==> src/rtl/pacer_pkg.sv <==
package pacer_pkg;

    localparam int VEC_W  = 8;
    localparam int MODE_W = 3;
    localparam int NUM_CTL = 2;

    // How expiries are treated after a load
    typedef enum logic [1:0] {
        TC_STOP   = 2'd0,
        TC_ONCE   = 2'd1,
        TC_REPEAT = 2'd2
    } tclass_e;

    // Routing of this line inside one interrupt controller
    typedef struct packed {
        logic [VEC_W-1:0] vec;
        logic             masked;
    } ctl_route_t;

    function automatic tclass_e classify(input logic [MODE_W-1:0] m);
        tclass_e c;
        case (m)
            MODE_W'(1), MODE_W'(4): c = TC_ONCE;
            MODE_W'(2), MODE_W'(3): c = TC_REPEAT;
            default:                c = TC_STOP;
        endcase
        return c;
    endfunction

endpackage

==> src/rtl/pacer_tick_gate.sv <==
module pacer_tick_gate
    import pacer_pkg::*;
(
    input  logic              clk,
    input  logic              rst,
    input  logic              tick_in,
    input  logic              load_in,
    input  logic [MODE_W-1:0] load_mode,
    output logic              tick_ok
);

    tclass_e cls_q;
    logic    armed_q;

    assign tick_ok = tick_in && armed_q && !load_in;

    always_ff @(posedge clk) begin
        if (rst) begin
            cls_q   <= TC_STOP;
            armed_q <= 1'b0;
        end else if (load_in) begin
            cls_q   <= classify(load_mode);
            armed_q <= (classify(load_mode) != TC_STOP);
        end else if (tick_ok && cls_q == TC_ONCE) begin
            armed_q <= 1'b0;
        end
    end

    AST_ONE_SHOT_ONCE: assert property (@(posedge clk) disable iff (rst)
        (tick_ok && cls_q == TC_ONCE) |=> !tick_ok);

endmodule

==> src/rtl/pacer_pend_ctr.sv <==
module pacer_pend_ctr #(
    parameter int PEND_W = 4
) (
    input  logic              clk,
    input  logic              rst,
    input  logic              clr,
    input  logic              inc,
    input  logic              dec,
    output logic [PEND_W-1:0] pend_q,
    output logic              nz
);

    localparam logic [PEND_W-1:0] MAXV = '1;

    assign nz = (pend_q != '0);

    always_ff @(posedge clk) begin
        if (rst || clr) begin
            pend_q <= '0;
        end else if (inc && !dec) begin
            if (pend_q != MAXV) pend_q <= pend_q + 1'b1;
        end else if (dec && !inc) begin
            if (pend_q != '0) pend_q <= pend_q - 1'b1;
        end
    end

    AST_NO_OVERFLOW: assert property (@(posedge clk) disable iff (rst)
        (!clr && inc && !dec && pend_q == MAXV) |=> (pend_q == MAXV));

    AST_LOAD_CLEARS: assert property (@(posedge clk) disable iff (rst)
        clr |=> (pend_q == '0));

    AST_BOTH_HOLD: assert property (@(posedge clk) disable iff (rst)
        (!clr && inc && dec) |=> $stable(pend_q));

endmodule

==> src/rtl/pacer_ack_match.sv <==
module pacer_ack_match
    import pacer_pkg::*;
(
    input  logic                       ack_valid,
    input  logic [VEC_W-1:0]           ack_vec,
    input  logic                       pend_nz,
    input  ctl_route_t [NUM_CTL-1:0]   routes,
    output logic                       ack_ok
);

    logic [NUM_CTL-1:0] hit;

    for (genvar i = 0; i < NUM_CTL; i++) begin : g_ctl
        assign hit[i] = !routes[i].masked && (routes[i].vec == ack_vec);
    end

    assign ack_ok = ack_valid && pend_nz && (|hit);

endmodule

==> src/rtl/pacer_inject.sv <==
module pacer_inject #(
    parameter int TIME_W = 16
) (
    input  logic              clk,
    input  logic              rst,
    input  logic              pend_nz,
    input  logic              ack_ok,
    input  logic [TIME_W-1:0] now_time,
    input  logic [TIME_W-1:0] max_gap,
    output logic              irq_q,
    output logic              restart_q
);

    logic              acked_q;
    logic [TIME_W-1:0] last_q;
    logic [TIME_W-1:0] gap;
    logic              fire;

    assign gap  = now_time - last_q;
    assign fire = pend_nz && (acked_q || (gap >= max_gap));

    always_ff @(posedge clk) begin
        if (rst) begin
            acked_q   <= 1'b1;
            last_q    <= '0;
            irq_q     <= 1'b0;
            restart_q <= 1'b0;
        end else begin
            irq_q     <= fire;
            restart_q <= ack_ok;
            if (fire) last_q <= now_time;
            if (ack_ok)    acked_q <= 1'b1;
            else if (fire) acked_q <= 1'b0;
        end
    end

    AST_PULSE_NEEDS_PENDING: assert property (@(posedge clk) disable iff (rst)
        irq_q |-> $past(pend_nz));

endmodule

==> src/rtl/irq_pacer.sv <==
module irq_pacer
    import pacer_pkg::*;
#(
    parameter int PEND_W = 4,
    parameter int TIME_W = 16
) (
    input  logic              clk,
    input  logic              rst,
    input  logic              tick_in,
    input  logic              load_in,
    input  logic [MODE_W-1:0] load_mode,
    input  logic              ack_valid,
    input  logic [VEC_W-1:0]  ack_vec,
    input  logic [VEC_W-1:0]  ctl_a_vec,
    input  logic              ctl_a_mask,
    input  logic [VEC_W-1:0]  ctl_b_vec,
    input  logic              ctl_b_mask,
    input  logic [TIME_W-1:0] now_time,
    input  logic [TIME_W-1:0] max_gap,
    output logic              irq_out,
    output logic              pend_nz,
    output logic              restart_out
);

    logic                     tick_ok;
    logic                     ack_ok;
    logic [PEND_W-1:0]        pend_q;
    ctl_route_t [NUM_CTL-1:0] routes;

    assign routes[0] = '{vec: ctl_a_vec, masked: ctl_a_mask};
    assign routes[1] = '{vec: ctl_b_vec, masked: ctl_b_mask};

    pacer_tick_gate u_gate (
        .clk       (clk),
        .rst       (rst),
        .tick_in   (tick_in),
        .load_in   (load_in),
        .load_mode (load_mode),
        .tick_ok   (tick_ok)
    );

    pacer_ack_match u_match (
        .ack_valid (ack_valid),
        .ack_vec   (ack_vec),
        .pend_nz   (pend_nz),
        .routes    (routes),
        .ack_ok    (ack_ok)
    );

    pacer_pend_ctr #(.PEND_W(PEND_W)) u_pend (
        .clk    (clk),
        .rst    (rst),
        .clr    (load_in),
        .inc    (tick_ok),
        .dec    (ack_ok),
        .pend_q (pend_q),
        .nz     (pend_nz)
    );

    pacer_inject #(.TIME_W(TIME_W)) u_inj (
        .clk       (clk),
        .rst       (rst),
        .pend_nz   (pend_nz),
        .ack_ok    (ack_ok),
        .now_time  (now_time),
        .max_gap   (max_gap),
        .irq_q     (irq_out),
        .restart_q (restart_out)
    );

    AST_RESTART_NEEDS_ACK: assert property (@(posedge clk) disable iff (rst)
        restart_out |-> ($past(ack_valid) && $past(pend_nz)));

    AST_PENDING_FALLS_ON_EVENT: assert property (@(posedge clk) disable iff (rst)
        $fell(pend_nz) |-> ($past(load_in) || $past(ack_valid)));

endmodule

==> config.mk <==
export PLATFORM = sky130hd
export DESIGN_NAME = irq_pacer
export DESIGN_NICKNAME = d
export VERILOG_FILES = /design/src/rtl/pacer_pkg.sv /design/src/rtl/pacer_tick_gate.sv /design/src/rtl/pacer_pend_ctr.sv /design/src/rtl/pacer_ack_match.sv /design/src/rtl/pacer_inject.sv /design/src/rtl/irq_pacer.sv
export SDC_FILE = /design/constraint.sdc
export NUM_CORES = 1
export LEC_CHECK = 0
export BUFFER_PORTS_ARGS = -buffer_cell sky130_fd_sc_hd__buf_2
export CAP_MARGIN = 15
export CELL_PAD_IN_SITES_DETAIL_PLACEMENT = 0
export CELL_PAD_IN_SITES_GLOBAL_PLACEMENT = 1
export CORE_ASPECT_RATIO = 1.75
export CORE_MARGIN = 1
export CORE_UTILIZATION = 39
export DETAILED_ROUTE_END_ITERATION = 10
export GPL_ROUTABILITY_DRIVEN = 0
export PLACE_DENSITY = 0.84
export SLEW_MARGIN = 20
export SYNTH_ARGS = -nofsm -noshare
export SYNTH_HDL_FRONTEND = slang
export SYNTH_SLANG_ARGS = --single-unit
==> constraint.sdc <==
create_clock -name clk -period 4.46 [get_ports clk]
set_clock_uncertainty 0.15 [all_clocks]
set_input_delay 0.446 -clock clk [delete_from_list [all_inputs] [get_ports clk]]
set_output_delay 0.446 -clock clk [all_outputs]
set_load 0.05 [all_outputs]
== Word level (Yosys, flattened, before mapping) ==
Cells that the tools add are included.

* $lt $le $gt $ge: 1
* Reduce and logical (&&, ||, !) cells: 27
* Equal/unequal tests: 9
* Multiplexer cells: 9
* Add/subtract/negate cells: 3

{| class="wikitable"
|+ Operators by type and width
! cell !! count
|-
| 8-bit == test || 2
|-
| 16-bit greater-or-equal comparator || 1
|-
| 4-bit 2-to-1 mux || 4
|-
| 16-bit subtractor || 1
|-
| 1-bit logical AND || 10
|-
| 2-bit nonzero test || 4
|-
| 2-bit OR reduction || 4
|-
| 3-bit by 2-bit == test with 1-bit output, second input constant || 2
|-
| 1-bit zero test || 5
|-
| 4-bit by 1-bit adder with 4-bit output, second input constant || 1
|-
| 2-bit 2-to-1 mux || 2
|-
| 4-bit != test, second input constant || 1
|-
| 2-bit case mux with 2 select lines || 1
|-
| 4-bit nonzero test || 1
|-
| 4-bit by 1-bit subtractor with 4-bit output, second input constant || 1
|-
| 3-bit by 1-bit == test with 1-bit output, second input constant || 1
|-
| 3-bit == test, second input constant || 1
|-
| 3-bit AND reduction || 1
|-
| 2-bit by 1-bit == test with 1-bit output, second input constant || 1
|-
| 1-bit logical OR || 2
|-
| 1-bit 2-to-1 mux || 2
|-
| 2-bit != test, second input constant || 1
|}

* Bits of input ports: 66
* Bits in registers: 26

== Longest topological paths before layout ==
Gate-level depths: netlist of the first run.

* Depth in word-level cells: 8
* Gate-level depth with buffers: 18
* Depth with buffers taken out: 16

== Modules after synthesis ==
From an unflattened synthesis of the first run, not the netlist that was laid out.

* Cell total of the unflattened synthesis: 308
* Area total of the unflattened synthesis: 2603.7 µm²

{| class="wikitable"
|+ By module, submodules not included
! module !! cells an instance !! area each (µm²) !! sequential area each (µm²) !! instances
|-
| pacer_inject || 237 || 1966.9 || 380.4 || 1
|-
| pacer_pend_ctr || 29 || 291.5 || 80.1 || 1
|-
| pacer_ack_match || 24 || 193.9 || 0.0 || 1
|-
| pacer_tick_gate || 18 || 151.4 || 60.1 || 1
|}

== Worst setup path before layout of the first run ==
Ideal clock, no wire load.

* Path kind: input-to-reg
* From: input port now_time[2]
* To: register u_inj.last_q[10]
* Stages on the path: 15
* Setup time: 0.117 ns
* Path slack: 0.659 ns
* Data arrival time: 3.534 ns
* Path through: ha_1 nor2b_1 o31a_1 o31a_1 o41a_1 a21oi_1 xnor2_1 ha_1 and4_1 a221oi_1 a211oi_2 nor2b_4 buf_6 buf_8 a22o_1

* Word-level cells in the longest chain between the ends: 4

{| class="wikitable"
|+ Ends and longest elaborated chain
! what !! RTL line !! text
|-
| from (decl) || irq_pacer.sv:18 || <nowiki>input logic [TIME_W-1:0] now_time,</nowiki>
|-
| 16-bit subtractor || pacer_inject.sv:19 || <nowiki>assign gap = now_time - last_q;</nowiki>
|-
| 16-bit greater-or-equal comparator || pacer_inject.sv:20 || <nowiki>assign fire = pend_nz && (acked_q || (gap >= max_gap));</nowiki>
|-
| 1-bit logical OR || pacer_inject.sv:20 ||
|-
| 1-bit logical AND || pacer_inject.sv:20 ||
|-
| to (signal assigned) || pacer_inject.sv:31 || <nowiki>if (fire) last_q <= now_time;</nowiki>
|-
| to (decl) || pacer_inject.sv:15 || <nowiki>logic [TIME_W-1:0] last_q;</nowiki>
|}

No other way between the ends.
A chain may end at the register's enable or synchronous reset.

== Worst setup path after layout of the first run ==
* From: register u_inj.last_q[1]
* To: register u_inj.last_q[13]

* Word-level cells in the longest chain between the ends: 4

{| class="wikitable"
|+ Ends and longest elaborated chain
! what !! RTL line
|-
| 16-bit subtractor || pacer_inject.sv:19
|-
| 16-bit greater-or-equal comparator || pacer_inject.sv:20
|-
| 1-bit logical OR || pacer_inject.sv:20
|-
| 1-bit logical AND || pacer_inject.sv:20
|}

No other way between the ends.

==> impl_summary.txt, run 1 <==
----------------------------------------------------
[Floorplanning]
  Vert. Die Dim ... 107.0 microns
  CORE AREA ... between 0.005 and 0.006 sq mm
  Number of ports placed on the die boundary ... 69
  Initial cell density of the core ... 0.4115
  Die area ... 0.006635 sq mm
  DIE WIDTH ... 62.01 microns
  Row count ... 37

[Worst setup path]
  Peak fanout along the critical path ... 16
  Critical Setup Path Class ... reg2reg
  Startpoint Class ... register
  Crit end category ... register
  Arrival time of the worst setup path ... roughly 4200 ps
  Req. time, crit path ... around 4500 ps

[Timing]
  Max-slew violation count ... 0
  Time the final worst path needs with I/O delays and setup ... 4082 ps
  Max Fclk ... ~240 MHz
  Max-Slew Margin vs Limit ... 0.5318
  Worst-margin pin slew ... about 700 ps
  Final Cycle Share ... 0.9153
  Accumulated negative setup slack ... 0 ps
  Setup repair after global routing missed its margin ... false
  Min setup slack post-route ... approximately 380 ps
  Fin. Hold Viols ... 0
  Worst hold slack after final layout ... 245.6 ps
  Total setup violations reported at the end of the flow ... 0

[Routing]
  Number of antenna-violating nets in the routed design ... 0
  Number of detailed-routing iterations run before antenna repair ... 4
  Detailed-route wire length per cell ... between 10 and 15 microns
  Detailed Route Iter0 Violations ... roughly 70
  Detailed-route vias per instance ... approximately 5.2
  DR vias ... roughly 2,300
  DRC ... 0
  Final routed wirelength across all metal layers ... ~5700 microns

[Global routing]
  Antenna violations before repair ... 0
  Global-route total usage across every layer ... 0.1878
  Highest-utilization routing layer at the global route stage ... met2
  Number of global-route vias before repair ... between 2,000 and 2,500
  Pin count of the biggest net entering global routing ... 17
  Wire length of the first global-routing pass ... 9611 microns
  Met1 track demand over resource ... 0.2061
  Global routing met2 resource utilization ... 0.3571
  Global routing met3 resource utilization ... 0.02171
  Total congestion overflow ... 0

[Synthesis]
  Number of synthesized flops with an enable pin ... 0
  Proportion of synthesized flip-flops having asynchronous set or reset ... 0
  Largest area contributor in the synthesized netlist ... dfxtp_1
  Netlist area before placement ... 0.002457 sq mm
  Ys Warns ... 0
  Share of the synthesized area in the top cell type ... 0.2118
  Post-synthesis register bit count ... 26
  Synthesized area per cell ... roughly 8.2 sq um
  Top cells by area in the synthesized netlist ... dfxtp_1, ha_1, xnor2_1
  Post-synthesis net count ... 400
  Mapped Cells ... about 300
  Most frequent cells after synthesis ... inv_1, ha_1, nor2_1
  Post-synthesis cell type count ... between 50 and 60
  Predominant post-synthesis flop cell ... dfxtp_1
  Most numerous cell in the Yosys netlist ... inv_1
  Proportion of synthesized chip area in sequential cells ... 0.2118

[Clock network]
  H-tree levels ... 1
  Number of buffers added for setup after CTS ... 0
  Clock insertion delay at the later pin of the skew report ... roughly 280 ps
  CTS-repair resized insts ... 0
  Total number of clock tree sinks ... 26
  Cell at the root of the clock tree ... clkbuf_8
  Deepest clock path buffer count ... 2
  Clock slew seen by the registers of the worst setup and hold paths ... 100 ps
  Clock tree from TritonCTS ... built
  Count of hold buffers inserted by post-cts repair ... 0
  TritonCTS buffer count ... 3

[Power]
  Peak supply drop ... 0.0001120 V
  Cell leakage power ... about 1.3 nW
  P per Cell Area ... approximately 210 mW/mm^2

[Layout]
  Fillers ... 603
  Net count reported at finish ... ~470
  Ratio of cells with drive above 1 in the final layout ... 0.2225
  Area growth from synthesis to layout ... 19.81%
  Final standard cell area without fillers ... just under 0.003 sq mm
  Antenna diode count ... 0
  Area taken by flip-flops and latches ... roughly 520 sq um
  Core utilization of the finished layout ... 0.4930
  Combined area of the multi-input logic cells ... approximately 0.0017 sq mm

[Run]
  Number of maximum-capacitance constraint violations ... 0

[Placement]
  Standard cell area after detailed placement ... approximately 0.0029 sq mm
  Setup Slack @ Placement ... between 100 and 150 ps
  I/O Buffers ... 68
  Post-detailed-placement half-perimeter wirelength ... around 4700 microns

[Run status]
  Outcome ... complete, no violations

[Min path]
  Hold Path Class ... in2reg

----------------------------------------------------
==> per-stage QoR <==
stage,std cells,power (mW)
floorplan,298,0.3610
global placement,438,0.4253
detailed placement,438,0.4277
CTS,442,0.6356
global route,442,0.6668
finish,442,0.6253
==> worst max-delay path, stage by stage, from the launching register on <==
cell,delay (ps)
dfxtp_1,410
inv_1,70
ha_1,260
nor2b_1,140
o31ai_1,310
a211oi_1,180
a21oi_2,240
mux2i_1,110
a2111o_1,410
ha_1,300
o21ai_0,80
o21ai_1,210
a41oi_1,100
a211oi_2,370
nor2b_4,470
a22o_1,220
==> final cells by class <==
type / instances / share of cell area
well taps: 78 / 0.03315
multi-input cells: 226 / 0.5924
flip-flops and latches: 26 / 0.1768
clock inverters: 1 / 0.01020
clock buffers: 3 / 0.01402
inverters: 38 / 0.04845
repair buffers: 70 / 0.1249
==> worst paths after layout <==
path / endpoint / cells after the start / start / slack (ps)
worst max-delay path: u_inj.last_q[13] / 15 / u_inj.last_q[1] / 380
worst min-delay path: u_inj.last_q[3] / 2 / now_time[3] / 250
worst max register to register: u_inj.last_q[13] / 15 / u_inj.last_q[1] / 380
worst min register to register: u_gate.cls_q[1] / 2 / u_gate.cls_q[1] / 320
==> where the power goes <==
| group | total (mW) | switching, mW | internal (mW) |
|---|---|---|---|
| clock | 0.205 | 0.0843 | 0.120 |
| sequential | 0.235 | 0.000860 | 0.234 |
| combinational | 0.186 | 0.0961 | 0.0900 |
| total | 0.625 | 0.181 | 0.444 |
==> metal layers <==
layer / wire length [microns] / vias to the layer above
met4: 72 / 0
met5: 0 / -
li1: - / 1190
met2: 3064 / 61
met3: 227 / 6
met1: 2285 / 1033
==> registers in the layout, summed over array words and instances (netlist names) <==
| register | count |
|---|---|
| u_gate.armed_q | 1 |
| u_inj.acked_q | 1 |
| u_inj.last_q | 16 |
| u_inj.irq_q | 1 |
| u_pend.pend_q | 4 |
| u_inj.restart_q | 1 |
| u_gate.cls_q | 2 |
==> cell families after synthesis <==
kind of cell	synth area share
fa+ha+maj	0.1894
simple gates	0.1696
flops	0.2118
buf+inv	0.07841
xor+xnor	0.1105
mux	0.02088
compound gates	0.2195
==> cell usage in the layout, fill, tap and decap left out, types with 4 or more instances in the layout <==
master and count:
buf_2 68, inv_1 38, ha_1 34, nor2_1 30
dfxtp_1 26, xnor2_1 25, a21oi_1 15, a22o_1 15
nand2_1 12, o21ai_0 10, nor3_1 8, nand3_1 7
xor2_1 6, o21a_1 4, mux2i_1 4
Note: power is estimated with default switching activity, not from simulation.
==> run 2: changes to the inputs <==
--- a/config.mk
+++ b/config.mk
@@ -14,8 +14,9 @@
 export CORE_UTILIZATION = 39
 export DETAILED_ROUTE_END_ITERATION = 10
 export GPL_ROUTABILITY_DRIVEN = 0
-export PLACE_DENSITY = 0.84
+export PLACE_DENSITY = 0.82
 export SLEW_MARGIN = 20
 export SYNTH_ARGS = -nofsm -noshare
 export SYNTH_HDL_FRONTEND = slang
+export SYNTH_HIERARCHICAL = 1
 export SYNTH_SLANG_ARGS = --single-unit
==> run 2 against run 1 <==
Net effect: cell count up 3.2%; critical path type unchanged; combinational power is 22% higher; sequential power increased by 3%; non-clock buffer count down 2; register-to-register slack hardly changed; largest power group unchanged; hold slack gained 68 ps; clock power down 6%; wire length decreased by 3.8%.
==> impl_summary.txt, run 2 <==
----------------------------------------------------
[Run status]
  Outcome ... complete, no violations

[Worst setup path]
  Most frequent CP cell ... ha_1
  Req. time, crit path ... 4490 ps (-50 ps)
  Dominant delay contributor by cell family on the critical path ... compound AO/OA/AOI/OAI gates
  CP peak stage delay ... 690 ps (+220 ps)
  Critical-path cell with the highest stage delay ... a31oi_4
  Critical Path, Cell by Cell ... inv_1 > ha_1 > nor2b_4 > o2111ai_1 > a21oi_1 > or4b_4 > o31ai_4 > xnor2_1 > ha_1 > nand2_1 > nor4_4 > a22oi_1 > a31oi_4 > mux2i_1
  Crit end category ... register
  Critical Setup Path Class ... reg2reg
  Peak fanout along the critical path ... 17 (+1)
  Startpoint Class ... register
  Arrival time of the worst setup path ... 4120 ps (-40 ps)
  WP buf/inv ... 1 (unchanged)

[Layout]
  Ratio of cells with drive above 1 in the final layout ... 0.2193 (-0.003276)
  Commonest non-fill, non-tap cell in the layout ... buf_2
  Top register by number of flip-flops ... u_inj/last_q
  Fillers ... 677 (+12%)
  Flip-flop count of the largest register after layout ... 16 (unchanged)
  Largest registers ranked by flip-flop count ... u_inj/last_q x16, u_pend/pend_q x4, u_gate/cls_q x2
  Core utilization of the finished layout ... 0.4754 (-0.01756)
  Net count reported at finish ... 477 (+2.1%)
  Leading cell types in the layout, fill and taps excluded ... buf_2, inv_1, nand2b_1, ha_1, dfxtp_1
  Antenna diode count ... 0 (unchanged)
  Area growth from synthesis to layout ... 18.50%

[Floorplanning]
  Die area ... 0.007020 sq mm (+5.8%)
  Row count ... 39 (+5.4%)
  Vert. Die Dim ... 110.1 microns (+2.9%)
  DIE WIDTH ... 63.77 microns (+2.8%)
  Number of ports placed on the die boundary ... 69 (unchanged)
  CORE AREA ... 0.006490 sq mm (+8.7%)
  Initial cell density of the core ... 0.4012 (-0.01029)

[Routing]
  DR vias ... 2,269 (-0.92%)
  DRC ... 0 (unchanged)
  Number of detailed-routing iterations run before antenna repair ... 4 (unchanged)
  Detailed-route wire length per cell ... 11.92 microns (-6.8%)
  Final routed wirelength across all metal layers ... 5435 microns (-3.8%)
  Detailed-route vias per instance ... 4.976 (-4.0%)
  Number of antenna-violating nets in the routed design ... 0 (unchanged)
  Detailed Route Iter0 Violations ... 54 (-22%)

[Synthesis]
  Mapped Cells ... 308 (+3.4%)
  Netlist area before placement ... 0.002604 sq mm (+6.0%)
  Most numerous cell in the Yosys netlist ... inv_1
  Top cells by area in the synthesized netlist ... dfxtp_1, ha_1, nand2b_1
  Proportion of synthesized flip-flops having asynchronous set or reset ... 0 (unchanged)
  Most frequent cells after synthesis ... inv_1, nand2b_1, ha_1
  Predominant post-synthesis flop cell ... dfxtp_1
  Largest area contributor in the synthesized netlist ... dfxtp_1
  Post-synthesis register bit count ... 26 (unchanged)
  Ys Warns ... 6 (+6)
  Number of synthesized flops with an enable pin ... 0 (unchanged)
  Post-synthesis net count ... 409 (+2.3%)
  Proportion of synthesized chip area in sequential cells ... 0.1999 (-0.01191)
  Share of the synthesized area in the top cell type ... 0.1999 (-0.01191)
  Post-synthesis cell type count ... 50 (-11%)
  Synthesized area per cell ... 8.454 sq um (+2.5%)

[Power]
  Clock share of power ... 0.291 (-0.036)
  Sw Share ... 0.3005 (+0.01058)
  P per Cell Area ... 214.0 mW/mm^2 (+0.76%)
  Cell-internal power ... 461.9 uW (+4.0%)
  Sequential power share ... 0.365 (-0.010)
  Cell leakage power ... 1.354 nW (+2.2%)
  Comb pwr share ... 0.343 (+0.045)
  Peak supply drop ... 0.0001835 V (+64%)
  Sw Pwr ... 198.4 uW (+9.5%)

[Clock network]
  Count of hold buffers inserted by post-cts repair ... 0 (unchanged)
  Number of buffers added for setup after CTS ... 0 (unchanged)
  H-tree levels ... 1 (unchanged)
  Clock slew seen by the registers of the worst setup and hold paths ... 60 ps (-40 ps)
  Clock tree from TritonCTS ... built
  CTS-repair resized insts ... 0 (unchanged)
  Deepest clock path buffer count ... 2 (unchanged)
  TritonCTS buffer count ... 3 (unchanged)
  Total number of clock tree sinks ... 26 (unchanged)
  Cell at the root of the clock tree ... clkbuf_16
  Clock insertion delay at the later pin of the skew report ... 250 ps (-30 ps)

[Timing]
  Fin. Hold Viols ... 0 (unchanged)
  Max Fclk ... 244.2 MHz (-0.31%)
  Accumulated negative setup slack ... 0 ps (unchanged)
  Time the final worst path needs with I/O delays and setup ... 4095 ps (+12.71 ps)
  Total setup violations reported at the end of the flow ... 0 (unchanged)
  Worst-margin pin slew ... 794.6 ps (+97.06 ps)
  Max-slew violation count ... 0 (unchanged)
  Max-Slew Margin vs Limit ... 0.4702 (-0.06155)
  Setup repair after global routing missed its margin ... false
  Final Cycle Share ... 0.9182 (+0.002849)

[Global routing]
  Global-route total usage across every layer ... 0.1642 (-0.02353)
  Number of global-route vias before repair ... 2,246 (-3.7%)
  Total congestion overflow ... 0 (unchanged)
  Wire length of the first global-routing pass ... 9232 microns (-3.9%)
  Pin count of the biggest net entering global routing ... 44 (+27)
  Antenna violations before repair ... 0 (unchanged)

[Placement]
  Post-detailed-placement half-perimeter wirelength ... 4528 microns (-4.1%)
  I/O Buffers ... 68 (unchanged)

[Run]
  Number of maximum-capacitance constraint violations ... 0 (unchanged)

[Min path]
  Hold Path Class ... in2reg

----------------------------------------------------
-- run 2: changes by cell type after synthesis, sizes merged, moves of 3 or more --
cell and delta:
a22o -15, a41oi -3, mux2i +14, nand2b +32
nor2 -15, nor2b +4, nor3 -3, xnor2 -11
xor2 +13
-- run 2: power by group through the flow --
stage	Clock, mW	Sequential (mW)	Combinational (mW)
floorplan	0	0.246	0.159
global placement	0	0.246	0.224
detailed placement	0	0.246	0.228
CTS	0.199	0.241	0.230
global route	0.205	0.242	0.260
finish	0.192	0.241	0.227
-- run 2: area by class of cell --
class                   count  area (sq um)  share of cell area
repair buffers             68         340.3              0.1103
inverters                  37         138.9             0.04501
well taps                  82         102.6             0.03325
clock buffers               3         75.07             0.02433
flip-flops and latches     26         520.5              0.1687
multi-input cells         240          1908              0.6184
-- run 2: cells by family after synthesis --
logic type | share of synthesized area
and+or+nand+nor | 0.2302
AOI/OAI and AO/OA | 0.1485
DFF | 0.1999
muxes | 0.06920
xor gates and xnor gates | 0.1110
adders and majority gates | 0.1740
buffers and inverters | 0.06727
-- run 2: layer usage --
metal  global-route usage  vias to the layer above  part of all wire
li1                     -                     1188                 -
met1               0.1729                     1032              0.41
met2               0.3328                       45              0.54
met3              0.01543                        4             0.029
met4              0.05032                        0             0.012
met5                    0                        -                 0
-- run 2: worst paths after layout --
path              cells after the start             start  slack (ps)                to
setup / recovery                     14   u_inj/last_q[1]         360   u_inj/last_q[3]
hold / removal                        3       now_time[0]         310   u_inj/last_q[0]
setup reg to reg                     14   u_inj/last_q[1]         360   u_inj/last_q[3]
hold reg to reg                       2  u_inj/last_q[12]         320  u_inj/last_q[12]
-- run 2: worst reg2reg max path, cell delays in order, from the launching register on --
cell and delay [ps]:
dfxtp_1 370, inv_1 60, ha_1 270, nor2b_4 130, o2111ai_1 260, a21oi_1 140, or4b_4 530, o31ai_4 190
xnor2_1 90, ha_1 290, nand2_1 110, nor4_4 290, a22oi_1 160, a31oi_4 690, mux2i_1 280
-- run 2: through the flow --
step / cell area [sq um] / hold slack (ps) / power [mW] / instances / setup slack, ps
after global routing: 3085 / 318.9 / 0.7074 / 456 / 39.72
after global placement: 3010 / 307.3 / 0.4703 / 453 / 234.6
after detailed placement: 3010 / 316.1 / 0.4749 / 453 / 100.6
after CTS: 3085 / 308.6 / 0.6703 / 456 / 319.2
after floorplan: 2604 / 283.8 / 0.4054 / 308 / 762.2
final: 3085 / 313.3 / 0.6603 / 456 / 364.9
==> run 3: changes to the inputs <==
--- a/config.mk
+++ b/config.mk
@@ -11,10 +11,10 @@
 export CELL_PAD_IN_SITES_GLOBAL_PLACEMENT = 1
 export CORE_ASPECT_RATIO = 1.75
 export CORE_MARGIN = 1
-export CORE_UTILIZATION = 39
+export CORE_UTILIZATION = 42
 export DETAILED_ROUTE_END_ITERATION = 10
 export GPL_ROUTABILITY_DRIVEN = 0
-export PLACE_DENSITY = 0.82
+export PLACE_DENSITY = 0.88
 export SLEW_MARGIN = 20
 export SYNTH_ARGS = -nofsm -noshare
 export SYNTH_HDL_FRONTEND = slang
==> constraint.sdc (replaced) <==
create_clock -name clk -period 4.8 [get_ports clk]
set_clock_uncertainty 0.15 [all_clocks]
set_input_delay 0.48 -clock clk [delete_from_list [all_inputs] [get_ports clk]]
set_output_delay 0.48 -clock clk [all_outputs]
set_load 0.05 [all_outputs]
==> run 3 against run 2 <==
Net effect: critical path depth grew 1; design area is 1.0% lower; hold slack improved by 15 ps; worst setup slack gained 540 ps; critical path type unchanged.
==> impl_summary.txt, run 3 (synthesized netlist as in run 2, its figures left out) <==
----------------------------------------------------
[Run status]
  Outcome ... complete, no violations

[Clock network]
  H-tree levels ... 1 (unchanged)
  Clock insertion delay at the later pin of the skew report ... 270 ps (+20 ps)
  TritonCTS buffer count ... 3 (unchanged)
  CTS-repair resized insts ... 0 (unchanged)
  Clock tree from TritonCTS ... built
  Number of buffers added for setup after CTS ... 0 (unchanged)
  Cell at the root of the clock tree ... clkbuf_8
  Count of hold buffers inserted by post-cts repair ... 0 (unchanged)
  Total number of clock tree sinks ... 26 (unchanged)
  Clock slew seen by the registers of the worst setup and hold paths ... 80 ps (+20 ps)
  Deepest clock path buffer count ... 2 (unchanged)

[Layout]
  Flip-flop count of the largest register after layout ... 16 (unchanged)
  Largest registers ranked by flip-flop count ... u_inj/last_q x16, u_pend/pend_q x4, u_gate/cls_q x2
  Commonest non-fill, non-tap cell in the layout ... buf_2
  Leading cell types in the layout, fill and taps excluded ... buf_2, inv_1, nand2b_1, ha_1, dfxtp_1
  Area growth from synthesis to layout ... 17.30%
  Fillers ... 645 (-4.7%)
  Ratio of cells with drive above 1 in the final layout ... 0.2213 (+0.002082)
  Top register by number of flip-flops ... u_inj/last_q
  Antenna diode count ... 0 (unchanged)
  Post-layout instance count excluding filler cells ... 453 (-0.66%)
  Net count reported at finish ... 478 (+0.21%)

[Timing]
  Setup repair after global routing missed its margin ... false
  Max-slew violation count ... 0 (unchanged)
  Worst-margin pin slew ... 560.0 ps (-234.6 ps)
  Time the final worst path needs with I/O delays and setup ... 3892 ps (-202.9 ps)
  Max Fclk ... 256.9 MHz (+5.2%)
  Total setup violations reported at the end of the flow ... 0 (unchanged)
  Accumulated negative setup slack ... 0 ps (unchanged)
  Final Cycle Share ... 0.8109 (-0.1073)
  Max-Slew Margin vs Limit ... 0.6267 (+0.1564)
  Fin. Hold Viols ... 0 (unchanged)

[Placement]
  Post-detailed-placement half-perimeter wirelength ... 4632 microns (+2.3%)
  Placed cell count ... 450 (-0.66%)
  I/O Buffers ... 68 (unchanged)

[Floorplanning]
  CORE AREA ... 0.005926 sq mm (-8.7%)
  Row count ... 37 (-5.1%)
  DIE WIDTH ... 61.52 microns (-3.5%)
  Die area ... 0.006531 sq mm (-7.0%)
  Number of ports placed on the die boundary ... 69 (unchanged)
  Initial cell density of the core ... 0.4394 (+0.03821)
  Vert. Die Dim ... 106.2 microns (-3.6%)

[Routing]
  Number of detailed-routing iterations run before antenna repair ... 4 (unchanged)
  DRC ... 0 (unchanged)
  Detailed-route wire length per cell ... 11.99 microns (+0.63%)
  Detailed Route Iter0 Violations ... 24 (-56%)
  Final routed wirelength across all metal layers ... 5433 microns (about the same)
  DR vias ... 2,283 (+0.62%)
  Detailed-route vias per instance ... 5.040 (+1.3%)
  Number of antenna-violating nets in the routed design ... 0 (unchanged)

[Global routing]
  Number of global-route vias before repair ... 2,333 (+3.9%)
  Antenna violations before repair ... 0 (unchanged)
  Pin count of the biggest net entering global routing ... 44 (unchanged)
  Wire length of the first global-routing pass ... 9128 microns (-1.1%)
  Global-route total usage across every layer ... 0.1823 (+0.01807)
  Total congestion overflow ... 0 (unchanged)

[Worst setup path]
  Req. time, crit path ... 4840 ps (+350 ps)
  CP peak stage delay ... 380 ps (-310 ps)
  Startpoint Class ... register
  Arrival time of the worst setup path ... 3940 ps (-180 ps)
  Crit end category ... register
  WP buf/inv ... 2 (+1)
  Most frequent CP cell ... ha_1
  Critical Setup Path Class ... reg2reg
  Dominant delay contributor by cell family on the critical path ... compound AO/OA/AOI/OAI gates
  Critical Path, Cell by Cell ... inv_1 > ha_1 > nor2b_4 > o2111ai_1 > nand3_1 > a41o_1 > a211oi_1 > xnor2_1 > ha_1 > nand2_2 > nor4_4 > a22oi_1 > a31oi_4 > buf_4 > mux2i_1
  Critical-path cell with the highest stage delay ... dfxtp_1
  Peak fanout along the critical path ... 17 (unchanged)
  Beginning of the critical path ... u_inj/last_q[1]
  Start of the worst register-to-register path ... u_inj/last_q[1]

[Min path]
  Worst Hold Launch ... u_inj/last_q[4]
  Hold Path Class ... reg2reg

[Power]
  P per Cell Area ... 181.6 mW/mm^2 (-15%)
  Peak supply drop ... 0.0001159 V (-37%)
  Cell leakage power ... 1.344 nW (-0.74%)

[Run]
  Number of maximum-capacitance constraint violations ... 0 (unchanged)

----------------------------------------------------
## run 3: changes by cell type in the layout (fill, tap and decap cells not counted), sizes merged
cell  change
buf       +1
## run 3: metrics by stage
step	setup WS, ps	instance area (sq um)	hold slack (ps)	utilization	total power, mW
after global routing	583.6	3054	332.2	0.5154	0.6004
after detailed placement	657.9	3013	319.4	0.5084	0.4413
final	907.8	3054	327.9	0.5154	0.5545
after CTS	885.3	3054	329.3	0.5154	0.5645
after floorplan	1068	2604	283.8	-	0.3767
after global placement	743.1	3013	307.7	0.5084	0.4379
## run 3: power by group
| group | switching [mW] | internal, mW | leakage (nW) |
|---|---|---|---|
| logic | 0.112 | 0.0982 | 1.11 |
| registers | 0.00308 | 0.221 | 0.210 |
| clock network | 0.0639 | 0.0562 | 0.0216 |
## run 3: final cells by class
cell class / instances / area [sq um] / share of cell area
multi-input combinational: 240 / 1908 / 0.6247
sequential: 26 / 520.5 / 0.1704
timing repair buffer: 69 / 347.8 / 0.1139
inverter: 37 / 138.9 / 0.04547
tap: 78 / 97.59 / 0.03195
clock buffer: 3 / 41.29 / 0.01352
## run 3: worst min-delay path: stages (launching register included)
cell and delay, ps:
dfxtp_1 310, nand2b_1 60, mux2i_1 60
## run 3: final timing paths
check / to / slack, ps / cells after the start
min reg2reg: u_inj/last_q[4] / 330 / 2
min: u_inj/last_q[4] / 330 / 2
max: u_inj/last_q[2] / 910 / 15
max reg2reg: u_inj/last_q[2] / 910 / 15
## run 3: per-layer routing
layer | vias to the layer above | track usage | wire length (microns)
met4 | 0 | 0.1000 | 223
met1 | 1006 | 0.1824 | 2109
li1 | 1189 | - | -
met5 | - | 0 | 0
met3 | 17 | 0.01460 | 195
met2 | 71 | 0.3425 | 2904
